==> config.mk <==
export PLATFORM = sky130hd
export DESIGN_NAME = cot_gate_ctrl
export DESIGN_NICKNAME = d
export VERILOG_FILES = /design/src/rtl/cot_pkg.sv /design/src/rtl/cot_sync.sv /design/src/rtl/cot_datapath.sv /design/src/rtl/cot_control.sv /design/src/rtl/cot_gate_ctrl.sv
export SDC_FILE = /design/constraint.sdc
export NUM_CORES = 1
export LEC_CHECK = 0
export CORE_AREA = 2 2 79 81
export DETAILED_ROUTE_END_ITERATION = 12
export DIE_AREA = 0 0 81 83
export PLACE_DENSITY = 0.8
export SYNTH_ARGS = -nofsm -noshare
export SYNTH_HDL_FRONTEND = slang
export SYNTH_SLANG_ARGS = --single-unit
==> constraint.sdc <==
create_clock -name clk -period 3.9 [get_ports clk]
set_input_delay 0.585 -clock clk [delete_from_list [all_inputs] [get_ports clk]]
set_output_delay 0.585 -clock clk [all_outputs]
set_load 0.005 [all_outputs]
==> src/rtl/cot_pkg.sv <==
package cot_pkg;

  typedef enum logic [2:0] {
    PH_SHUT  = 3'd0,
    PH_ON    = 3'd1,
    PH_OFF   = 3'd2,
    PH_DISCH = 3'd3,
    PH_ILIM  = 3'd4,
    PH_OVP   = 3'd5,
    PH_HOT   = 3'd6
  } phase_e;

  // synchronised comparator flags
  typedef struct packed {
    logic overTemp;
    logic vccDropped;
    logic vccOver;
    logic vccBelowOff;
    logic vccAboveOn;
    logic capAtThresh;
    logic senseLimit;
    logic senseRef;
  } flags_t;

  // control -> datapath strobes
  typedef struct packed {
    logic clearCnt;
    logic countEn;
  } strobes_t;

  // datapath -> control timer status
  typedef struct packed {
    logic blankDone;
    logic onMaxHit;
    logic offTimeout;
    logic dischDone;
    logic ilimDone;
    logic ovpDone;
  } timers_t;

  function automatic int unsigned maxOf(input int unsigned a, input int unsigned b);
    return (a > b) ? a : b;
  endfunction

endpackage

==> src/rtl/cot_sync.sv <==
module cot_sync #(
  parameter int WIDTH = 8
) (
  input  logic             clk,
  input  logic             rstN,
  input  logic [WIDTH-1:0] asyncIn,
  output logic [WIDTH-1:0] syncOut
);
  for (genvar i = 0; i < WIDTH; i++) begin : g_bit
    logic stage1, stage2;
    always_ff @(posedge clk or negedge rstN) begin
      if (!rstN) begin
        stage1 <= 1'b0;
        stage2 <= 1'b0;
      end else begin
        stage1 <= asyncIn[i];
        stage2 <= stage1;
      end
    end
    assign syncOut[i] = stage2;
  end
endmodule

==> src/rtl/cot_datapath.sv <==
module cot_datapath
  import cot_pkg::*;
#(
  parameter int unsigned BLANK_CYC     = 24,
  parameter int unsigned OFF_MAX_CYC   = 28000,
  parameter int unsigned DISCH_CYC     = 20,
  parameter int unsigned ILIM_HOLD_CYC = 28000,
  parameter int unsigned OVP_HOLD_CYC  = 100000000,
  parameter int unsigned ON_W          = 12
) (
  input  logic            clk,
  input  logic            rstN,
  input  strobes_t        strobes,
  input  logic [ON_W-1:0] maxOnLimit,
  output timers_t         timers
);
  localparam int unsigned LONGEST = maxOf(maxOf(maxOf(OFF_MAX_CYC, ILIM_HOLD_CYC),
                                                maxOf(OVP_HOLD_CYC, DISCH_CYC)),
                                          maxOf(BLANK_CYC + 1, 2 ** ON_W));
  localparam int CNT_W = $clog2(LONGEST + 1);
  localparam int CW1   = CNT_W + 1;

  logic [CNT_W-1:0] phaseCnt;

  always_ff @(posedge clk or negedge rstN) begin
    if (!rstN) begin
      phaseCnt <= '0;
    end else if (strobes.clearCnt) begin
      phaseCnt <= '0;
    end else if (strobes.countEn && (phaseCnt != {CNT_W{1'b1}})) begin
      phaseCnt <= phaseCnt + 1'b1;
    end
  end

  always_comb begin
    timers.blankDone  = phaseCnt >= CNT_W'(BLANK_CYC);
    timers.onMaxHit   = (CW1'(phaseCnt) + CW1'(1)) >= CW1'(maxOnLimit);
    timers.offTimeout = phaseCnt >= CNT_W'(OFF_MAX_CYC - 1);
    timers.dischDone  = phaseCnt >= CNT_W'(DISCH_CYC - 1);
    timers.ilimDone   = phaseCnt >= CNT_W'(ILIM_HOLD_CYC - 1);
    timers.ovpDone    = phaseCnt >= CNT_W'(OVP_HOLD_CYC - 1);
  end
endmodule

==> src/rtl/cot_control.sv <==
module cot_control
  import cot_pkg::*;
(
  input  logic     clk,
  input  logic     rstN,
  input  flags_t   flags,
  input  timers_t  timers,
  output strobes_t strobes,
  output logic     gateOut,
  output logic     dischOut
);
  phase_e phase, phaseNext;

  always_comb begin
    phaseNext = phase;
    if (phase == PH_SHUT) begin
      if (flags.vccAboveOn)
        phaseNext = flags.vccOver ? PH_OVP : (flags.overTemp ? PH_HOT : PH_ON);
    end else if (flags.vccBelowOff) begin
      phaseNext = PH_SHUT;
    end else if (phase == PH_OVP) begin
      if (timers.ovpDone && flags.vccDropped && !flags.vccOver)
        phaseNext = flags.overTemp ? PH_HOT : PH_ON;
    end else if (flags.vccOver) begin
      phaseNext = PH_OVP;
    end else if (flags.overTemp) begin
      phaseNext = PH_HOT;
    end else begin
      unique case (phase)
        PH_ON: begin
          if (timers.blankDone && flags.senseLimit)   phaseNext = PH_ILIM;
          else if (timers.blankDone && flags.senseRef) phaseNext = PH_OFF;
          else if (timers.onMaxHit)                    phaseNext = PH_OFF;
        end
        PH_OFF:   if (flags.capAtThresh || timers.offTimeout) phaseNext = PH_DISCH;
        PH_DISCH: if (timers.dischDone) phaseNext = PH_ON;
        PH_ILIM:  if (timers.ilimDone)  phaseNext = PH_ON;
        PH_HOT:   phaseNext = PH_ON;
        default:  phaseNext = PH_SHUT;
      endcase
    end
  end

  always_comb begin
    strobes.clearCnt = (phaseNext != phase);
    strobes.countEn  = (phase != PH_SHUT);
  end

  always_ff @(posedge clk or negedge rstN) begin
    if (!rstN) begin
      phase    <= PH_SHUT;
      gateOut  <= 1'b0;
      dischOut <= 1'b1;
    end else begin
      phase    <= phaseNext;
      gateOut  <= (phaseNext == PH_ON);
      dischOut <= (phaseNext != PH_ON) && (phaseNext != PH_OFF);
    end
  end
endmodule

==> src/rtl/cot_gate_ctrl.sv <==
module cot_gate_ctrl
  import cot_pkg::*;
#(
  parameter int unsigned BLANK_CYC     = 24,
  parameter int unsigned OFF_MAX_CYC   = 28000,
  parameter int unsigned DISCH_CYC     = 20,
  parameter int unsigned ILIM_HOLD_CYC = 28000,
  parameter int unsigned OVP_HOLD_CYC  = 100000000,
  parameter int unsigned ON_W          = 12
) (
  input  logic            clk,
  input  logic            rstN,
  input  logic            senseRef,
  input  logic            senseLimit,
  input  logic            capAtThresh,
  input  logic            vccAboveOn,
  input  logic            vccBelowOff,
  input  logic            vccOver,
  input  logic            vccDropped,
  input  logic            overTemp,
  input  logic [ON_W-1:0] maxOnLimit,
  output logic            gateOut,
  output logic            dischOut
);
  localparam int FLAG_W = $bits(flags_t);

  flags_t   rawFlags, syncFlags;
  strobes_t strobes;
  timers_t  timers;

  always_comb begin
    rawFlags.senseRef    = senseRef;
    rawFlags.senseLimit  = senseLimit;
    rawFlags.capAtThresh = capAtThresh;
    rawFlags.vccAboveOn  = vccAboveOn;
    rawFlags.vccBelowOff = vccBelowOff;
    rawFlags.vccOver     = vccOver;
    rawFlags.vccDropped  = vccDropped;
    rawFlags.overTemp    = overTemp;
  end

  cot_sync #(.WIDTH(FLAG_W)) u_sync (
    .clk    (clk),
    .rstN   (rstN),
    .asyncIn(rawFlags),
    .syncOut(syncFlags)
  );

  cot_datapath #(
    .BLANK_CYC    (BLANK_CYC),
    .OFF_MAX_CYC  (OFF_MAX_CYC),
    .DISCH_CYC    (DISCH_CYC),
    .ILIM_HOLD_CYC(ILIM_HOLD_CYC),
    .OVP_HOLD_CYC (OVP_HOLD_CYC),
    .ON_W         (ON_W)
  ) u_dp (
    .clk       (clk),
    .rstN      (rstN),
    .strobes   (strobes),
    .maxOnLimit(maxOnLimit),
    .timers    (timers)
  );

  cot_control u_ctl (
    .clk     (clk),
    .rstN    (rstN),
    .flags   (syncFlags),
    .timers  (timers),
    .strobes (strobes),
    .gateOut (gateOut),
    .dischOut(dischOut)
  );
endmodule

## Word level (Yosys, flattened, before mapping)

Index checks and enable logic that the tools add are counted.

- Word-level logic and storage cells: 67
- Output and inout bits: 2
- Flip-flop bits (word level): 48

- Mux-type cells: 18
- Add/subtract/negate cells: 2
- Order comparisons: 5
- Equal/unequal tests: 11
- Reductions and logical operators: 11

Operator list:

| cell | count |
|---|---|
| $ge 27x5->1 const B | 2 |
| $mux 27 | 2 |
| $mux 3 | 15 |
| $add 27x1->28 const B | 1 |
| $ge 28x12->1 | 1 |
| $add 27x1->27 const B | 1 |
| $ge 27x15->1 const B | 1 |
| $ge 27x27->1 const B | 1 |
| $ne 27x27->1 const B | 1 |
| $pmux 3 s5 | 1 |
| $eq 3x3->1 const B | 3 |
| $eq 3x1->1 const B | 2 |
| $eq 3x2->1 const B | 2 |
| $logic_and 1x1->1 | 6 |
| $logic_not 3->1 | 1 |
| $ne 3x1->1 const B | 1 |
| $ne 3x2->1 const B | 1 |
| $ne 3x3->1 | 1 |
| $reduce_bool 3->1 | 1 |
| $reduce_bool 2->1 | 1 |
| $logic_not 1->1 | 1 |
| $logic_or 1x1->1 | 1 |

## Longest topological paths before layout

- Word-level depth: 13
- Depth in mapped cells: 17
- Gate-level depth less buffers: 15

## Cells and area by module

From an unflattened synthesis, not the netlist that was laid out.

- Cells, all modules: 377
- Area, all modules: 3362.0 um^2

By module, submodules not included:

| module | seq. area each (um^2) | instances | cells an instance | area an instance (um^2) |
|---|---|---|---|---|
| cot_datapath | 675.6 | 1 | 295 | 2377.3 |
| cot_control | 126.4 | 1 | 58 | 524.3 |
| cot_sync | 400.4 | 1 | 24 | 460.4 |

## Worst setup path before layout

Ideal clock, no wire load.

- Path kind: register to register
- Start point: register u_dp.phaseCnt[0]
- End point: register u_dp.phaseCnt[20]
- Path buffers: 2
- Setup slack: 0.616 ns
- Cell stages (with the launch flop): 17
- Data arrival time: 3.161 ns
- Cells stage by stage: dfrtp_1 > ha_1 > nand4_4 > nor2_1 > and3_1 > xor2_1 > ha_1 > a21o_1 > a21o_1 > a221oi_1 > nand4_1 > o311ai_2 > or3_1 > a21o_1 > buf_6 > buf_12 > nor2_4

- Cells in the longest elaborated chain, start to end: 13
- Elaborated cells between the ends (all ways): 31

Ends and longest elaborated chain:

| what | line | text |
|---|---|---|
| from (decl) | cot_datapath.sv:23 | `logic [CNT_W-1:0] phaseCnt;` |
| from (signal assigned) | cot_datapath.sv:31 | `phaseCnt <= phaseCnt + 1'b1;` |
| $add 27x1->28 | cot_datapath.sv:37 | `timers.onMaxHit = (CW1'(phaseCnt) + CW1'(1)) >= CW1'(maxOnLimit);` |
| $ge 28x12->1 | cot_datapath.sv:37 |  |
| $mux 3 | cot_control.sv:33 | `else if (timers.onMaxHit) phaseNext = PH_OFF;` |
| $mux 3 | cot_control.sv:32 | `else if (timers.blankDone && flags.senseRef) phaseNext = PH_OFF;` |
| $mux 3 | cot_control.sv:31 | `if (timers.blankDone && flags.senseLimit) phaseNext = PH_ILIM;` |
| $pmux 3 s5 | cot_control.sv:29 | `unique case (phase)` |
| $mux 3 | cot_control.sv:26 | `end else if (flags.overTemp) begin` |
| $mux 3 | cot_control.sv:24 | `end else if (flags.vccOver) begin` |
| $mux 3 | cot_control.sv:21 | `end else if (phase == PH_OVP) begin` |
| $mux 3 | cot_control.sv:19 | `end else if (flags.vccBelowOff) begin` |
| $mux 3 | cot_control.sv:16 | `if (phase == PH_SHUT) begin` |
| $ne 3x3->1 | cot_control.sv:45 | `strobes.clearCnt = (phaseNext != phase);` |
| $mux 27 or $reduce_bool 2->1 (tied branches) | n/a |  |

Several ways; a longest one is shown, not always the timed one. The select of a mux whose other input is x is not followed.
A chain may end at the register's enable or synchronous reset.

## Worst setup path in the final report

- Start point: register u_dp.phaseCnt[2]
- End point: register u_dp.phaseCnt[15]

The elaborated chain is that of the path after synthesis.

==> run metrics <==
status=finished, final reports clean; Setup CP Type=reg -> reg; sequential share of power=0.395; fraction of registers with async set/reset=1.00; CTS tree=built; commonest non-fill, non-tap cells in the layout=dfrtp_1, nor2_1, nand2_1, clkdlybuf4s50_1, inv_1; unrepaired setup endpoints after global routing=no; Worst setup EP type=flip-flop; FF/Latch Area=0.00121 mm^2; time the worst path needs with I/O delays and setup=3.58 ns; grt peak-use layer=met2; Worst-Margin Slew=1.04 ns; Tcrit/Tclk final=0.918; Core Footprint=0.00582 mm^2; Antenna diodes=0; Internal=about 900 uW; VDD IR max=348 uV; All-Layer GR Usage=0.251; Worst setup SP type=flip-flop; Multi-input gate area=a little over 0.002 mm^2; level count of the clock H-tree=2; Starting Density=0.595; Core Rows=28; met3 Resource Use GR=0.0391; fin. max-slew vios=0; first drt pass iteration count=5; commonest non-fill, non-tap cell in the layout=dfrtp_1; crit path DAT=3.77 ns; Synth Area per Inst=8.92 um^2; register bit total from synthesis=48; CTS clk-pin slew, worst paths=about 0.09 ns; PwrDens=approximately 400 mW/mm^2; Logic pwr share=0.355; DR iter-0 viols=379; fin util=0.654; Syn Inst Count=388; M1 GR Usage=0.360; IO Port Bufs=23; ANT nets after route=0; Die Ht=between 80 and 90 um; Skew-Pair Late Insertion Delay=0.30 ns; post-CTS setup repair buffer count=0; clock skew=0.00566 ns; Worst Path Required=around 4.1 ns; sequential-to-total area share from yosys stat=0.347; vias per cell=6.25; Die Wd=81 um; root buf cell=clkbuf_8; CTS Buf Count=5; fin nets=431; number of global-route vias before repair=2811; WL final=7620 um; NetSw=583 uW; P&R area growth vs syn=9.91%; routing usage on met2=0.389; hold bufs inserted after CTS=0; CTS Sinks=48; drc violations=0; DR WL/cell=16.2 um; first-pass GRT wire length=between 10000 and 15000 um; yosys warns=0; Die ar.=between 0.006 and 0.007 mm^2; Yosys cell types=56; grt ovf=0; fmax=between 0.2 and 0.3 GHz; final-report hold violation count=0; Slew HR=0.308; Final setup viols=0; initial antenna violation count=0; final setup TNS=0 ns; IO Pins=24; hold crit path type=reg -> reg; RD Place Congestion=0.972; number of flops mapped to enable cells by yosys=0; max cap viols=0; dpl hpwl=5600 um; Final Cell Area=between 0.003 and 0.004 mm^2; top_reg_cell synth=dfrtp_1; Sw Ratio=0.386; Cell Area, Synth=0.00346 mm^2; DR vias=between 2000 and 3000; Max clock buf depth=2; clock power share=0.250; P_leak=0.00157 uW; critical path peak fanout=27; dpl cell area=0.00367 mm^2; largest net degree at the start of global routing=49; syn nets=~420; fillers=about 510; layout cell share with drive strength beyond 1=0.139
worst max-delay path: stages, from the launching register on:
cell and delay (ns):
dfrtp_1 0.52, nand3_1 0.22, or2_2 0.39, xnor2_1 0.14
ha_1 0.29, a21o_1 0.18, a21o_1 0.17, a21oi_1 0.20
o211a_1 0.17, nand4_1 0.15, o311ai_2 0.36, or3_1 0.16
a21o_2 0.15, buf_12 0.25, nor2_1 0.08
state kept, by name, summed over array words and instances (netlist names):
| signal | cells |
|---|---|
| u_ctl.dischOut | 1 |
| u_dp.phaseCnt | 27 |
| u_ctl.gateOut | 1 |
| u_sync.g_bit.stage1 | 8 |
| u_sync.g_bit.stage2 | 8 |
| u_ctl.phase | 3 |
stage by stage:
stage / total power, uW / hold WS, ns / worst slack [ns] / cells
after global routing: 1610 / 0.364 / 0.0306 / 471
after detailed placement: 1130 / 0.336 / 0.227 / 463
after floorplan: 1040 / 0.289 / 0.616 / 388
final: 1510 / 0.353 / 0.319 / 471
after global placement: 1120 / 0.331 / 0.330 / 463
after CTS: 1510 / 0.356 / 0.203 / 471
synthesized netlist by cell type (2+ instances only):
| master | instances | share of area |
|---|---|---|
| nor2_1 | 37 | 0.040 |
| o31a_1 | 2 | 0.0051 |
| dfrtp_1 | 47 | 0.34 |
| nor2_4 | 19 | 0.062 |
| a21oi_1 | 13 | 0.019 |
| and3_1 | 6 | 0.011 |
| nand4_1 | 14 | 0.025 |
| a211o_1 | 2 | 0.0051 |
| o32ai_1 | 2 | 0.0051 |
| nor4_2 | 2 | 0.0072 |
| buf_2 | 16 | 0.023 |
| o21ai_0 | 12 | 0.017 |
| o22a_1 | 2 | 0.0051 |
| buf_12 | 2 | 0.012 |
| inv_1 | 21 | 0.023 |
| and4b_1 | 2 | 0.0058 |
| a211oi_1 | 3 | 0.0065 |
| nand2_1 | 24 | 0.026 |
| a21o_1 | 8 | 0.017 |
| nor3_1 | 16 | 0.023 |
| xnor2_1 | 19 | 0.048 |
| mux2i_1 | 2 | 0.0058 |
| clkbuf_1 | 8 | 0.0087 |
| nand2b_1 | 4 | 0.0072 |
| nand4_2 | 2 | 0.0072 |
| or4_1 | 3 | 0.0065 |
| nand3_1 | 19 | 0.027 |
| o21bai_1 | 2 | 0.0043 |
| or2_2 | 7 | 0.013 |
| or3_1 | 5 | 0.0090 |
| a31oi_1 | 6 | 0.011 |
| ha_1 | 14 | 0.051 |
| xor2_1 | 17 | 0.043 |
| nor4_1 | 5 | 0.0090 |
| o21ai_1 | 4 | 0.0058 |
what timing repair did:
action | in CTS | in global routing
hold endpoints to repair | 0 | 0
resized for setup | 0 | 6
endpoints found under the setup margin | 0 | 28
final cells by class:
class,count,share of cell area
tap,75,0.0247
clock inverter,2,0.0102
timing repair buffer,28,0.0724
multi-input combinational,291,0.533
clock buffer,6,0.0217
sequential,48,0.317
inverter,21,0.0207
final timing paths:
path | start | endpoint | slack (ns) | depth (start not counted)
max | u_dp.phaseCnt[2]$_DFFE_PN0P_ | u_dp.phaseCnt[15]$_DFFE_PN0P_ | 0.32 | 14
min | u_sync.g_bit[0].stage1$_DFF_PN0_ | u_sync.g_bit[0].stage2$_DFF_PN0_ | 0.35 | 0
max reg2reg | u_dp.phaseCnt[2]$_DFFE_PN0P_ | u_dp.phaseCnt[15]$_DFFE_PN0P_ | 0.32 | 14
min reg2reg | u_sync.g_bit[0].stage1$_DFF_PN0_ | u_sync.g_bit[0].stage2$_DFF_PN0_ | 0.35 | 0
max in group asynchronous | rstN | u_dp.phaseCnt[4]$_DFFE_PN0P_ | 2.75 | 1
min in group asynchronous | rstN | u_dp.phaseCnt[1]$_DFFE_PN0P_ | 0.46 | 1
power by group through the flow:
stage | combinational, uW | sequential (uW) | clock [uW]
floorplan | 481 | 562 | 0
CTS | 536 | 589 | 387
finish | 536 | 596 | 377
global route | 591 | 604 | 410
detailed placement | 535 | 599 | 0
global placement | 526 | 597 | 0
cells by family (layout without fill, tap and decap cells):
kind of cell | after synthesis | after routing | synth area share
compound gates | 69 | 69 | 0.137
xor+xnor | 36 | 36 | 0.0911
fa+ha+maj | 14 | 14 | 0.0506
buf+inv | 49 | 57 | 0.0705
flops | 48 | 48 | 0.347
mux | 2 | 2 | 0.00578
simple gates | 170 | 170 | 0.298
routing by layer:
layer  vias up  share of wire  routed length, um
met1      1402           0.44               3350
met3        23          0.063                482
li1       1379              -                  -
met4         0          0.027                202
met2       139           0.47               3590
met5         -              0                  0
Power figures use the tool's default switching activity.
